--- config.mk ---
export PLATFORM = sky130hd
export DESIGN_NAME = bodoff_ctl
export DESIGN_NICKNAME = d
export VERILOG_FILES = /design/src/rtl/bodoff_ctl.sv
export SDC_FILE = /design/constraint.sdc
export NUM_CORES = 1
export LEC_CHECK = 0
export BUFFER_PORTS_ARGS = -buffer_cell sky130_fd_sc_hd__buf_2
export CORE_AREA = 4 4 50 52
export DETAILED_ROUTE_END_ITERATION = 8
export DIE_AREA = 0 0 54 56
export GPL_TIMING_DRIVEN = 0
export HOLD_SLACK_MARGIN = 0.12
export PLACE_DENSITY = 0.57
export REMOVE_ABC_BUFFERS = 1
export SLEW_MARGIN = 40
export SYNTH_ARGS = -nofsm -noshare
export SYNTH_HDL_FRONTEND = slang
export SYNTH_SLANG_ARGS = --single-unit
--- constraint.sdc ---
create_clock -name clk -period 2.35 [get_ports clk]
set_input_delay 0.47 -clock clk [delete_from_list [all_inputs] [get_ports clk]]
set_output_delay 0.47 -clock clk [all_outputs]
set_load 0.01 [all_outputs]
--- src/rtl/bodoff_ctl.sv ---
module bodoff_ctl #(
  parameter int ADDR_W   = 8,
  parameter int REG_ADDR = 32,
  parameter int WIN_LEN  = 4,
  parameter int EFF_DLY  = 3,
  parameter int EFF_LEN  = 3
) (
  input  logic              clk,
  input  logic              rst_n,
  input  logic [ADDR_W-1:0] addr,
  input  logic              wr_en,
  input  logic [7:0]        wdata,
  output logic [7:0]        rdata,
  input  logic              sleep_req,
  output logic              bod_off
);
  localparam int TOTAL = EFF_DLY + EFF_LEN;
  localparam int CW    = $clog2(WIN_LEN + 1);
  localparam int AW    = $clog2(TOTAL + 1);

  logic [CW-1:0] win_cnt;
  logic [AW-1:0] age;
  logic [3:0]    plain;
  logic          sleep_q, bod_off_q;

  wire sel      = (addr == ADDR_W'(REG_ADDR));
  wire hit      = wr_en && sel;
  wire arm      = hit && wdata[6] && wdata[5];
  wire win_open = (win_cnt != '0);
  wire unlock   = hit && win_open && wdata[6] && !wdata[5];
  wire bods_on  = (age != '0);
  wire eff      = (age > AW'(EFF_DLY));

  always_ff @(posedge clk or negedge rst_n)
    if (!rst_n)              win_cnt <= '0;
    else if (arm)            win_cnt <= CW'(WIN_LEN);
    else if (hit)            win_cnt <= '0;
    else if (win_open)       win_cnt <= win_cnt - CW'(1);

  always_ff @(posedge clk or negedge rst_n)
    if (!rst_n)                  age <= '0;
    else if (unlock)             age <= AW'(1);
    else if (age == AW'(TOTAL))  age <= '0;
    else if (bods_on)            age <= age + AW'(1);

  always_ff @(posedge clk or negedge rst_n)
    if (!rst_n)   plain <= '0;
    else if (hit) plain <= {wdata[7], wdata[4], wdata[1], wdata[0]};

  always_ff @(posedge clk or negedge rst_n)
    if (!rst_n) begin
      sleep_q   <= 1'b0;
      bod_off_q <= 1'b0;
    end else begin
      sleep_q   <= sleep_req;
      bod_off_q <= sleep_req && (bod_off_q || (!sleep_q && eff));
    end

  assign rdata   = sel ? {plain[3], bods_on, win_open, plain[2], 2'b00, plain[1:0]} : 8'h00;
  assign bod_off = bod_off_q;
endmodule


==> results of run 1 <==
per-stage QoR:
step | power (mW) | worst slack (ns) | hold slack, ns | area, sq um
2_1_floorplan | 0.500 | 0.590 | 0.174 | 681
3_5_place_dp | 0.570 | 0.270 | 0.370 | 836
3_3_place_gp | 0.557 | 0.283 | 0.363 | 836
4_1_cts | 0.743 | 0.263 | 0.304 | 882
5_1_grt | 0.806 | 0.186 | 0.293 | 882
6_report | 0.726 | 0.287 | 0.309 | 882
layout make-up:
class                      count  area (sq um)  area share, %
multi-input combinational     40           365           41.4
inverter                       4          15.0           1.70
tap                           28          35.0           3.97
clock buffer                   4          36.3           4.11
sequential                    12           300           34.0
timing repair buffer          25           130           14.8
kinds of logic after synthesis:
| family | after synthesis | synth area share (%) |
|---|---|---|
| buf+inv | 7 | 5.87 |
| simple gates | 18 | 21.7 |
| compound gates | 8 | 8.54 |
| mux | 7 | 12.8 |
| other cells | 1 | 0.533 |
| xor+xnor | 2 | 2.49 |
| fa+ha+maj | 3 | 5.34 |
| flops | 12 | 42.7 |
flip-flops by register name, indices dropped and copies added (netlist names):
name     count
win_cnt      3
sleep_q      1
plain        4
bod_off      1
age          3
metal layers:
metal	global-route usage [%]	vias up	part of all wire [%]
li1	-	259	-
met4	3.20	0	0
met5	0	-	0
met3	4.83	0	8.5
met1	12.6	237	43
met2	17.8	19	49
synthesized netlist by cell type:
cell	n
nor4b_4	1
mux2_4	4
xor2_1	1
buf_4	2
a221oi_1	1
ha_1	3
and2_1	1
a32o_1	1
conb_1	1
nand3_4	1
o21a_1	1
mux2i_1	3
a31oi_1	1
and3_2	5
buf_6	1
nor4_4	1
o31a_1	1
nor3_1	1
a311oi_1	1
dfrtp_1	12
inv_1	4
nand2_1	1
nand2b_1	1
nor2_1	4
and2_2	1
and3b_1	1
xnor2_1	1
a21oi_1	2
power by group:
group	internal [mW]	switching, mW
combinational	0.128	0.116
sequential	0.266	0.0493
clock	0.0943	0.0724
what timing repair did:
item	in CTS	in global routing
hold buffers	1	0
setup buffers	0	0
endpoints found under the hold margin	12	0
worst min-delay path by stage:
stage / endpoint / slack (ns) / cells past startpoint
finish: sleep_q$_DFF_PN0_ / 0.31 / 1
global route: sleep_q$_DFF_PN0_ / 0.29 / 1
CTS: sleep_q$_DFF_PN0_ / 0.30 / 1
detailed placement: plain[2]$_DFFE_PN0N_ / 0.37 / 1
global placement: plain[0]$_DFFE_PN0N_ / 0.36 / 1
floorplan: age[0]$_DFFE_PN0P_ / 0.17 / 0
critical path, stage by stage:
cell    delay [ns]
buf_2         0.11
nor4_4        0.45
and2_2        0.30
o31a_1        0.14
buf_2         0.12
==> impl_metrics.env, run 1 <==
export IMPL_n_fill_cell=213
export IMPL_layout_nets=109
export IMPL_final_common_cell="buf_2"
export IMPL_layout_common_cells="24 x buf_2, 12 x dfrtp_1, 5 x and3_2"
export IMPL_vias_per_cell=4.56
export IMPL_wl_per_cell_um=11.6
export IMPL_cp_startpoint="addr[7]"
export IMPL_clk_pin_slew_worst_paths_ns=0.08
export IMPL_first_pass_iters=2
export IMPL_grt_overflow=0
export IMPL_post_route_period_util_pct=87.8
export IMPL_path_class="primary input to primary output"
export IMPL_antennaDiodeCount=0
export IMPL_ir_drop_v=0.000449
export IMPL_vias=515
export IMPL_clk_path_buf_depth=2
export IMPL_coreArea_sq_um=2110
export IMPL_initial_core_util_pct=33.4
export IMPL_grt_total_usage_pct=10.9
export IMPL_syn_area_sq_um=703
export IMPL_powerDensity_nw_per_um2=824
export IMPL_hold_violations=0
export IMPL_drc=0
export IMPL_grt_pass1_wl_mm=2.51
export IMPL_worstSetupEndpointType="primary output"
export IMPL_cts_root_buf="clkbuf_4"
export IMPL_critPathRequiredTime_ns=1.88
export IMPL_yosys_warnings=0
export IMPL_io_pins=29
export IMPL_worstRegToRegCells=5
export IMPL_fin_util_pct=41.9
export IMPL_antenna_found_initial=0
export IMPL_drive_gt1_share_pct=48.2
export IMPL_run_status="complete, no violations"
export IMPL_crit_fanout=7
export IMPL_hold_start="sleep_req"
export IMPL_fin_crit_ns=2.06
export IMPL_timing_setup_tns_ns=0
export IMPL_endpoint="rdata[6]"
export IMPL_ys_seq_area_share_pct=42.7
export IMPL_htreeDepth=1
export IMPL_cp_arrival_ns=1.59
export IMPL_insertion_delay_ns=0.28
export IMPL_die_x_um=54
export IMPL_grt_max_degree=13
export IMPL_dpl_cell_count=108
export IMPL_syn2layout_area_growth_pct=25.4
export IMPL_skew_ns=0.00682
export IMPL_synth_top_area_share_pct=42.7
export IMPL_r2r_end="age[0]$_DFFE_PN0P_"
export IMPL_hpwl_mm=1.02
export IMPL_p_leak_nw=0.473
export IMPL_grt_pass1_vias=610
export IMPL_fmax_mhz=485
export IMPL_num_rows=17
export IMPL_dr_first_iter_drc_count=1
export IMPL_drv_cap=0
export IMPL_hold_class="primary input to flop"
export IMPL_cts_buffers=3
export IMPL_slew_viol_final=0
export IMPL_r2r_setup_slack_ns=0.96
export IMPL_wl_mm=1.31
export IMPL_io_buffer_count=24
export IMPL_rsz0062_at_grt="no"
export IMPL_gp_congestion=0.631
export IMPL_fp_dieH_um=56
export IMPL_ys_ff_latch=12
export IMPL_cts_tree="done"
export IMPL_r2r_start="win_cnt[0]$_DFFE_PN0P_"
export IMPL_synth_area_top_cells="dfrtp_1 43%, mux2_4 8.5%, and3_2 5.3%"
export IMPL_stdcell_count=113
export IMPL_ant_nets=0
export IMPL_clock_sinks=12
export IMPL_setup_violations=0
export IMPL_cts_resized=0
export IMPL_netlist_instances=58
export IMPL_dieArea_sq_um=3020
export IMPL_startpoint_type="primary input"
export IMPL_yosys_area_top_type="dfrtp_1"
export IMPL_yosysUniqueCellTypes=28
export IMPL_syn_area_per_cell_sq_um=12.1
(Power assumes the default switching activity.)
==> run 2: changes to the inputs <==
--- a/config.mk
+++ b/config.mk
@@ -13,4 +13,5 @@
 export HOLD_SLACK_MARGIN = 0.12
 export PLACE_DENSITY = 0.57
+export RECOVER_POWER = 50
 export REMOVE_ABC_BUFFERS = 1
 export SLEW_MARGIN = 40
==> constraint.sdc (replaced) <==
create_clock -name clk -period 2.35 [get_ports clk]
set_input_delay 0.1175 -clock clk [delete_from_list [all_inputs] [get_ports clk]]
set_output_delay 0.1175 -clock clk [all_outputs]
set_load 0.01 [all_outputs]
==> run 2 against run 1 <==
  * First-iteration DRC count rose to 3.0 times the previous value
  * Sequential share of layout area fell by 2.4 points
  * Via count up 5.2%
  * Worst setup slack gained 0.50 ns
  * Combinational power rose by 3%
  * Utilization up 3.2 points
  * Hold slack lost 0.18 ns
  * Final cell count grew 6.2%
  * Power increased by 1.2%
  * Sequential cell count is the same
  * Largest power group unchanged
==> impl_metrics.env, run 2 (synthesis gave the netlist of run 1 again) <==
export IMPL_stdcell_count=120
export IMPL_grt_total_usage_pct=11.6
export IMPL_hold_end="win_cnt[0]$_DFFE_PN0P_"
export IMPL_worstMarginPinSlew_ns=0.705
export IMPL_hold_depth=2
export IMPL_grt_pass1_vias=641
export IMPL_relSlewSlack_pct=53.0
export IMPL_path_class="flop to primary output"
export IMPL_top_register="plain"
export IMPL_clk_path_buf_depth=2
export IMPL_n_fill_cell=211
export IMPL_initial_core_util_pct=33.4
export IMPL_fin_crit_ns=1.56
export IMPL_num_rows=17
export IMPL_whs_ns=0.127
export IMPL_powerDensity_nw_per_um2=774
export IMPL_fin_ws_ns=0.791
export IMPL_first_pass_iters=2
export IMPL_ir_drop_v=0.000407
export IMPL_die_x_um=54
export IMPL_drive_gt1_share_pct=42.4
export IMPL_hpwl_mm=1.02
export IMPL_antennaDiodeCount=0
export IMPL_htreeDepth=1
export IMPL_hold_class="primary input to flop"
export IMPL_cts_buffers=3
export IMPL_hold_start="wr_en"
export IMPL_cts_setup_buffers=0
export IMPL_run_status="complete, no violations"
export IMPL_r2r_end="age[0]$_DFFE_PN0P_"
export IMPL_fmax_mhz=642
export IMPL_dieArea_sq_um=3020
export IMPL_pre_cts_ws_ns=0.950
export IMPL_drc=0
export IMPL_grt_overflow=0
export IMPL_top_regs="plain x4, age x3, win_cnt x3"
export IMPL_cp_arrival_ns=1.44
export IMPL_grt_max_degree=13
export IMPL_startpoint_type="flop"
export IMPL_post_route_period_util_pct=66.3
export IMPL_r2r_setup_slack_ns=0.95
export IMPL_coreArea_sq_um=2110
export IMPL_grt_pass1_wl_mm=2.66
export IMPL_dr_first_iter_drc_count=3
export IMPL_syn2layout_area_growth_pct=35.1
export IMPL_io_pins=29
export IMPL_slew_viol_final=0
export IMPL_crit_fanout=5
export IMPL_ant_nets=0
export IMPL_hold_violations=0
export IMPL_io_buffer_count=24
export IMPL_insertion_delay_ns=0.28
export IMPL_cts_resized=0
export IMPL_cp_startpoint="win_cnt[0]$_DFFE_PN0P_"
export IMPL_vias_per_cell=4.52
export IMPL_final_common_cell="buf_2"
export IMPL_cts_hold_buf=8
export IMPL_cts_tree="done"
export IMPL_rsz0062_at_grt="no"
export IMPL_fp_dieH_um=56
export IMPL_setup_violations=0
export IMPL_worstRegToRegCells=5
export IMPL_wl_mm=1.40
export IMPL_cts_root_buf="clkbuf_4"
export IMPL_drv_cap=0
export IMPL_p_leak_nw=0.494
export IMPL_clk_pin_slew_worst_paths_ns=0.08
export IMPL_layout_common_cells="22 x buf_2, 12 x dfrtp_1, 8 x dlygate4sd3_1"
export IMPL_r2r_start="win_cnt[0]$_DFFE_PN0P_"
export IMPL_timing_setup_tns_ns=0
export IMPL_dpl_cell_count=108
export IMPL_clock_sinks=12
export IMPL_wl_per_cell_um=11.7
export IMPL_antenna_found_initial=0
export IMPL_gp_congestion=0.631
export IMPL_layout_nets=116
export IMPL_skew_ns=0.00268
export IMPL_worstSetupEndpointType="primary output"
export IMPL_vias=542
export IMPL_critPathRequiredTime_ns=2.23
export IMPL_largest_register_ffs=4
-- run 2: changes by cell type in the layout (fill, tap and decap cells not counted), sizes merged --
cell and change:
buf -2, clkbuf +2, dlygate4sd3 +7
-- run 2: worst max path at each step --
stage                                     to  slack, ns  cells past startpoint
after floorplan           age[0]$_DFFE_PN0P_       1.09                      5
after global placement    age[0]$_DFFE_PN0P_       0.97                      5
after detailed placement  age[0]$_DFFE_PN0P_       0.95                      5
after CTS                           rdata[5]       0.77                      5
after global routing                rdata[5]       0.68                      5
final                               rdata[5]       0.79                      5
-- run 2: layer usage --
metal  GRT usage [%]  share of wire (%)
met1            12.9                 41
met4            3.20                  0
met2            19.7                 52
met3            4.83                7.7
met5               0                  0
-- run 2: critical path, stage by stage (launching register included) --
cell      delay, ns
dfrtp_1        0.40
inv_1          0.09
ha_1           0.17
nand2b_1       0.14
and3_2         0.24
buf_2          0.13
-- run 2: final cells by class --
type                            instances  area (sq um)  share of cell area, %
Timing Repair Buffer                   32           198                   20.8
Sequential cell                        12           300                   31.6
Multi-Input combinational cell         40           365                   38.5
Inverter                                4          15.0                   1.58
Clock buffer                            4          36.3                   3.82
Tap cell                               28          35.0                   3.69
-- run 2: power by group --
part / internal [mW] / leakage, nW / total, mW / switching, mW
combinational: 0.134 / 0.320 / 0.252 / 0.118
sequential: 0.266 / 0.153 / 0.316 / 0.0495
clock: 0.0943 / 0.0210 / 0.168 / 0.0735
total: 0.495 / 0.494 / 0.735 / 0.240
-- run 2: stage by stage --
step	power [mW]	cell area, sq um	util [%]
finish	0.735	950	45.1
global route	0.815	950	45.1
CTS	0.751	952	45.2
detailed placement	0.570	836	39.7
global placement	0.557	836	39.7
floorplan	0.500	681	-
